## src/rtl/alarm_pkg.sv

```systemverilog
package alarm_pkg;
    localparam int ALM_ADDR_W = 3;

    localparam logic [ALM_ADDR_W-1:0] ADR_COUNT = 3'd0;
    localparam logic [ALM_ADDR_W-1:0] ADR_RUN   = 3'd1;
    localparam logic [ALM_ADDR_W-1:0] ADR_IRQEN = 3'd2;
    localparam logic [ALM_ADDR_W-1:0] ADR_PEND  = 3'd3;
    localparam logic [ALM_ADDR_W-1:0] ADR_WAKE  = 3'd4;

    typedef struct packed {
        logic run;
        logic irq_en;
        logic pend;
        logic wake_en;
    } ctrl_t;
endpackage

```

## src/rtl/cd_counter.sv

```systemverilog
module cd_counter #(
    parameter int CNT_W = 32
) (
    input  logic             clk,
    input  logic             rst_n,
    input  logic             tick,
    input  logic             run,
    input  logic             ld,
    input  logic [CNT_W-1:0] ld_val,
    output logic [CNT_W-1:0] count,
    output logic             expire
);
    localparam logic [CNT_W-1:0] ONE = CNT_W'(1);

    typedef struct packed {
        logic [CNT_W-1:0] cnt;
    } cnt_state_t;

    cnt_state_t st_d, st_q;
    logic       step;

    always_comb begin
        st_d   = st_q;
        step   = run && tick && (st_q.cnt != '0);
        expire = step && !ld && (st_q.cnt == ONE);
        if (ld) begin
            st_d.cnt = ld_val;
        end else if (step) begin
            st_d.cnt = st_q.cnt - ONE;
        end
    end

    always_ff @(posedge clk or negedge rst_n) begin
        if (!rst_n) begin
            st_q <= '0;
        end else begin
            st_q <= st_d;
        end
    end

    assign count = st_q.cnt;
endmodule

```

## src/rtl/cd_ctrl.sv

```systemverilog
module cd_ctrl
    import alarm_pkg::*;
(
    input  logic                  clk,
    input  logic                  rst_n,
    input  logic                  wr_en,
    input  logic [ALM_ADDR_W-1:0] wr_addr,
    input  logic                  wr_bit,
    input  logic                  expire,
    output ctrl_t                 ctrl
);
    ctrl_t ctl_d, ctl_q;

    always_comb begin
        ctl_d = ctl_q;
        if (wr_en) begin
            unique case (wr_addr)
                ADR_RUN:   ctl_d.run     = wr_bit;
                ADR_IRQEN: ctl_d.irq_en  = wr_bit;
                ADR_WAKE:  ctl_d.wake_en = wr_bit;
                ADR_PEND:  if (wr_bit) ctl_d.pend = 1'b0;
                default:   ;
            endcase
        end
        // expiry is applied last so it overrides a same-cycle clear
        if (expire) begin
            ctl_d.pend = 1'b1;
        end
    end

    always_ff @(posedge clk or negedge rst_n) begin
        if (!rst_n) begin
            ctl_q <= '0;
        end else begin
            ctl_q <= ctl_d;
        end
    end

    assign ctrl = ctl_q;
endmodule

```

## src/rtl/cd_rdmux.sv

```systemverilog
module cd_rdmux
    import alarm_pkg::*;
#(
    parameter int CNT_W = 32
) (
    input  logic [ALM_ADDR_W-1:0] rd_addr,
    input  logic [CNT_W-1:0]      count,
    input  ctrl_t                 ctrl,
    output logic [CNT_W-1:0]      rd_data
);
    always_comb begin
        rd_data = '0;
        case (rd_addr)
            ADR_COUNT: rd_data    = count;
            ADR_RUN:   rd_data[0] = ctrl.run;
            ADR_IRQEN: rd_data[0] = ctrl.irq_en;
            ADR_PEND:  rd_data[0] = ctrl.pend;
            ADR_WAKE:  rd_data[0] = ctrl.wake_en;
            default:   rd_data    = '0;
        endcase
    end
endmodule

```

## src/rtl/cd_alarm.sv

```systemverilog
module cd_alarm
    import alarm_pkg::*;
#(
    parameter int CNT_W = 32
) (
    input  logic                  clk,
    input  logic                  rst_n,
    input  logic                  tick,
    input  logic                  wr_en,
    input  logic [ALM_ADDR_W-1:0] wr_addr,
    input  logic [CNT_W-1:0]      wr_data,
    input  logic [ALM_ADDR_W-1:0] rd_addr,
    output logic [CNT_W-1:0]      rd_data,
    output logic                  irq,
    output logic                  wake
);
    ctrl_t            ctrl;
    logic [CNT_W-1:0] cnt_val;
    logic             expire;
    logic             ld_cnt;

    assign ld_cnt = wr_en && (wr_addr == ADR_COUNT);

    cd_counter #(.CNT_W(CNT_W)) u_cnt (
        .clk    (clk),
        .rst_n  (rst_n),
        .tick   (tick),
        .run    (ctrl.run),
        .ld     (ld_cnt),
        .ld_val (wr_data),
        .count  (cnt_val),
        .expire (expire)
    );

    cd_ctrl u_ctrl (
        .clk     (clk),
        .rst_n   (rst_n),
        .wr_en   (wr_en),
        .wr_addr (wr_addr),
        .wr_bit  (wr_data[0]),
        .expire  (expire),
        .ctrl    (ctrl)
    );

    cd_rdmux #(.CNT_W(CNT_W)) u_rd (
        .rd_addr (rd_addr),
        .count   (cnt_val),
        .ctrl    (ctrl),
        .rd_data (rd_data)
    );

    assign irq  = ctrl.pend && ctrl.irq_en;
    assign wake = ctrl.pend && ctrl.wake_en;
endmodule

```

## config.mk

```make
export PLATFORM = sky130hd
export DESIGN_NAME = cd_alarm
export DESIGN_NICKNAME = d
export VERILOG_FILES = /design/src/rtl/alarm_pkg.sv /design/src/rtl/cd_counter.sv /design/src/rtl/cd_ctrl.sv /design/src/rtl/cd_rdmux.sv /design/src/rtl/cd_alarm.sv
export SDC_FILE = /design/constraint.sdc
export NUM_CORES = 1
export LEC_CHECK = 0
export BUFFER_PORTS_ARGS = -buffer_cell sky130_fd_sc_hd__buf_2
export CORE_MARGIN = 5
export CORE_UTILIZATION = 52
export CTS_CLUSTER_DIAMETER = 200
export CTS_CLUSTER_SIZE = 8
export DETAILED_ROUTE_END_ITERATION = 12
export PLACE_DENSITY = 0.9
export SETUP_SLACK_MARGIN = 0.02
export SYNTH_ARGS = -nofsm -noshare
export SYNTH_HDL_FRONTEND = slang
export SYNTH_SLANG_ARGS = --single-unit
```

## constraint.sdc

```tcl
create_clock -name clk -period 3.33 [get_ports clk]
set_clock_uncertainty 0.15 [all_clocks]
set_input_delay 0.333 -clock clk [delete_from_list [all_inputs] [get_ports clk]]
set_output_delay 0.333 -clock clk [all_outputs]
set_load 0.01 [all_outputs]
```

==> impl_metrics.toml <==
[pwr]
p_total_mw = 1.45
power.internal_uw = 898
switchingPower_uw = 555
power_density_nw_per_um2 = 476
power.clock.fraction_pct = 19.3
peakVddDrop_mv = 0.338
switching_share_pct = 38.2
power_frac_comb_pct = 31.0
seq_power_share_pct = 49.7
power.leakage_nw = 1.30

[routing]
highest_layer = "met4"
drt_pass1_iterations = 5
detail_route.vias_per_cell = 6.00
wire_per_inst_um = 15.7
detailroute.wirelength.met3_um = 562
antenna_violating_nets_post_route = 0
drcViolationCount = 0
met2_length_mm = 3.26
first_iter_violations = 230
dr_total_vias = 2641
detail_route.wirelength.met1_mm = 3.01
totalWireLength_mm = 6.92

[critical_path]
worst-endpoint-arrival_ns = 2.96
max_stage_delay_ns = 0.58
cp_cell_sequence = "inv_1 > ha_1 > or3b_2 > nor4_4 > o2111ai_4 > or4_1 > a31oi_1"
ff2ff_setup_slack_ns = 0.43
worst-r2r-cell-count = 7
timing.critical_path.slowest_stage_cell = "sky130_fd_sc_hd__nor4_4"
critical_path.endpoint_type = "flip-flop"
worstReg2RegStart = "u_cnt.count[0]"
critical_path.reg2reg.endpoint = "u_cnt.count[30]"
endpoint = "u_cnt.count[30]"
criticalPathCategory = "reg2reg"
crit_path_max_fanout = 8
timing.critical_path.from = "u_cnt.count[0]"
start_kind = "flip-flop"
critical_path_required_ns = 3.39

[yosys]
postSynthAreaPerCell_um2 = 8.37
synth-main-ff-cell = "sky130_fd_sc_hd__dfrtp_1"
synth_seq_cells = 36
ys_warn_count = 0
number_of_enable_flip_flop_cells_after_synthesis = 0
synth-async-reset-ratio_pct = 100
synth_fp_nets = 345
synth.lib_cells_used.distinct = 44
syn_std_cell_area_um2 = 2520
synth_seq_area_share_pct = 35.7
postSynthCellCount = 301

[clocking]
cts.hold.buffers_added = 0
post_cts_buffers = 0
ctsRootBufferMaster = "sky130_fd_sc_hd__clkbuf_8"
cts.path.max_buffers = 2
htreeDepth = 2
later_pin_clock_latency_in_the_skew_report_ns = 0.29
tritoncts = "yes"
cts-buffers-inserted = 5
clock_sink_count = 36
clk_pin_slew_ns = 0.07
cts.repair.resized = 0

[finish]
drive_above_1_share_pct = 27.1
layout.nets = 419
antenna_cells = 0
layout-area-overhead-vs-synth_pct = 21.2

[floorplan]
initial_utilization_pct = 53.4
die_w_um = 79.6
ioPinCount = 76
dieArea_um2 = 6340
floorplan.rows = 25
die_height_um = 79.6
core-area_um2 = 4720

[worst_hold_path]
hold_class = "in2async"

[place]
io_buffers = 75
detailedPlacementHpwl_mm = 5.13
routabilityCongestion = 0.945

[run_status]
outcome = "finished, violations left"
violations_in_the_final_reports = "negative hold slack"

[timing]
finalSetupViolCount = 0
slew_headroom_pct = 45.4
rsz0062_at_grt = "false"
timing.final.max_slew_violations = 0
final_min_period_over_clock_period_pct = 87.0
tns_ns = 0
worst_hold_slack_ns = -0.0111
tightestPinTransition_ns = 0.819
period_minus_slack_ns = 2.90
fmaxAchievable_mhz = 345
finalHoldViolCount = 27

[grt]
grt_start_max_net_pins = 41
vias_in_the_first_global_route = 2467
global_route.overflow_total = 0
grt_first_pass_wirelength_mm = 11.4
antenna_found_initial = 0
grt_use_total_pct = 22.5

[run]
max_cap_viol_count = 0
-- stage by stage --
step	worst slack, ns	instances	utilization (%)	hold WS, ns	instance area (um^2)
finish	0.433	440	64.7	-0.0111	3050
CTS	0.472	440	64.7	0.0189	3050
floorplan	0.747	301	-	-0.113	2520
global route	0.340	440	64.7	0.0665	3050
global placement	0.631	435	63.2	0.311	2990
detailed placement	0.497	435	63.2	0.323	2990
-- cell usage in the layout, fill, tap and decap left out, types with 2 or more instances in the layout --
| cell type | netlist | final |
|---|---|---|
| sky130_fd_sc_hd__nand2_1 | 31 | 31 |
| sky130_fd_sc_hd__nor4_1 | 5 | 5 |
| sky130_fd_sc_hd__nor3_1 | 11 | 9 |
| sky130_fd_sc_hd__o311ai_0 | 3 | 3 |
| sky130_fd_sc_hd__or3_1 | 13 | 13 |
| sky130_fd_sc_hd__dfrtp_1 | 36 | 36 |
| sky130_fd_sc_hd__a21oi_1 | 2 | 2 |
| sky130_fd_sc_hd__nand4b_1 | 4 | 4 |
| sky130_fd_sc_hd__nor2_1 | 23 | 23 |
| sky130_fd_sc_hd__nor3b_1 | 3 | 3 |
| sky130_fd_sc_hd__nand4_1 | 4 | 4 |
| sky130_fd_sc_hd__a2111oi_0 | 2 | 2 |
| sky130_fd_sc_hd__a31oi_1 | 17 | 17 |
| sky130_fd_sc_hd__or4_1 | 17 | 17 |
| sky130_fd_sc_hd__inv_1 | 3 | 3 |
| sky130_fd_sc_hd__and2_1 | 33 | 33 |
| sky130_fd_sc_hd__nand3_1 | 18 | 18 |
| sky130_fd_sc_hd__buf_4 | 0 | 8 |
| sky130_fd_sc_hd__o211ai_1 | 7 | 7 |
| sky130_fd_sc_hd__o21ai_0 | 14 | 14 |
| sky130_fd_sc_hd__clkbuf_8 | 0 | 5 |
| sky130_fd_sc_hd__o41ai_1 | 5 | 5 |
| sky130_fd_sc_hd__buf_2 | 2 | 75 |
| sky130_fd_sc_hd__ha_1 | 2 | 2 |
| sky130_fd_sc_hd__nor3_2 | 0 | 2 |
| sky130_fd_sc_hd__nand2b_1 | 2 | 2 |
| sky130_fd_sc_hd__mux2_2 | 3 | 3 |
| sky130_fd_sc_hd__o31ai_1 | 3 | 3 |
| sky130_fd_sc_hd__xnor2_1 | 8 | 8 |
-- worst max-delay path: cells and delay by family, from the launching register on --
kind / cells / cell delay, ns
buf+inv: 1 / 0.09
flops: 1 / 0.45
simple gates: 3 / 1.55
fa+ha+maj: 1 / 0.18
compound gates: 2 / 0.42
-- power groups by stage --
stage	logic, mW	clock network (mW)	registers [mW]
2_1_floorplan	0.341	0	0.665
3_3_place_gp	0.427	0	0.713
3_5_place_dp	0.443	0	0.725
4_1_cts	0.449	0.280	0.718
5_1_grt	0.500	0.296	0.746
6_report	0.451	0.281	0.722
-- cell type report --
type,count,area [um^2]
Clock buffer,5,68.8
Fill cell,404,1670
Inverter,3,11.3
Multi-Input combinational cell,246,1550
Sequential cell,36,901
Tap cell,67,83.8
Timing Repair Buffer,83,435
-- sequential cells by signal (all words and copies together) (netlist names) --
name         count
u_cnt.count     32
u_ctrl.ctrl      4
-- worst min path at each step --
| stage | slack [ns] | from | cells after the start | to |
|---|---|---|---|---|
| 2_1_floorplan | -0.11 | rst_n | 0 | u_cnt.count[0] |
| 3_3_place_gp | 0.31 | rst_n | 1 | u_cnt.count[26] |
| 3_5_place_dp | 0.32 | rst_n | 1 | u_cnt.count[26] |
| 4_1_cts | 0.02 | rst_n | 1 | u_cnt.count[26] |
| 5_1_grt | 0.07 | rst_n | 1 | u_cnt.count[26] |
| 6_report | -0.01 | rst_n | 1 | u_cnt.count[26] |
-- Yosys cell counts, drive strengths merged (8+ instances only) --
cell type / count / share of area (%)
or3: 13 / 3.2
o21ai: 14 / 2.8
nor2: 23 / 3.4
nand2: 31 / 4.6
nand3: 18 / 3.6
clkbuf: 14 / 2.1
or4: 18 / 5.5
xnor2: 8 / 2.8
a31oi: 17 / 4.2
dfrtp: 36 / 36
and2: 34 / 8.5
nor3: 11 / 2.2
-- routing by layer --
layer,up-vias,GRT usage [%]
met1,1231,28.9
met4,0,6.36
li1,1286,-
met5,-,0
met2,114,37.6
met3,10,5.64
-- kinds of logic (layout without fill, tap and decap cells) --
group | count (synthesis) | after routing | share of synthesized area [%]
DFF | 36 | 36 | 35.7
AOI/OAI and AO/OA | 59 | 59 | 16.5
adders and majority gates | 2 | 2 | 0.993
and+or+nand+nor | 173 | 173 | 38.8
muxes | 4 | 4 | 2.23
buffers and inverters | 19 | 91 | 2.98
xor gates and xnor gates | 8 | 8 | 2.78
(Power assumes the default switching activity.)
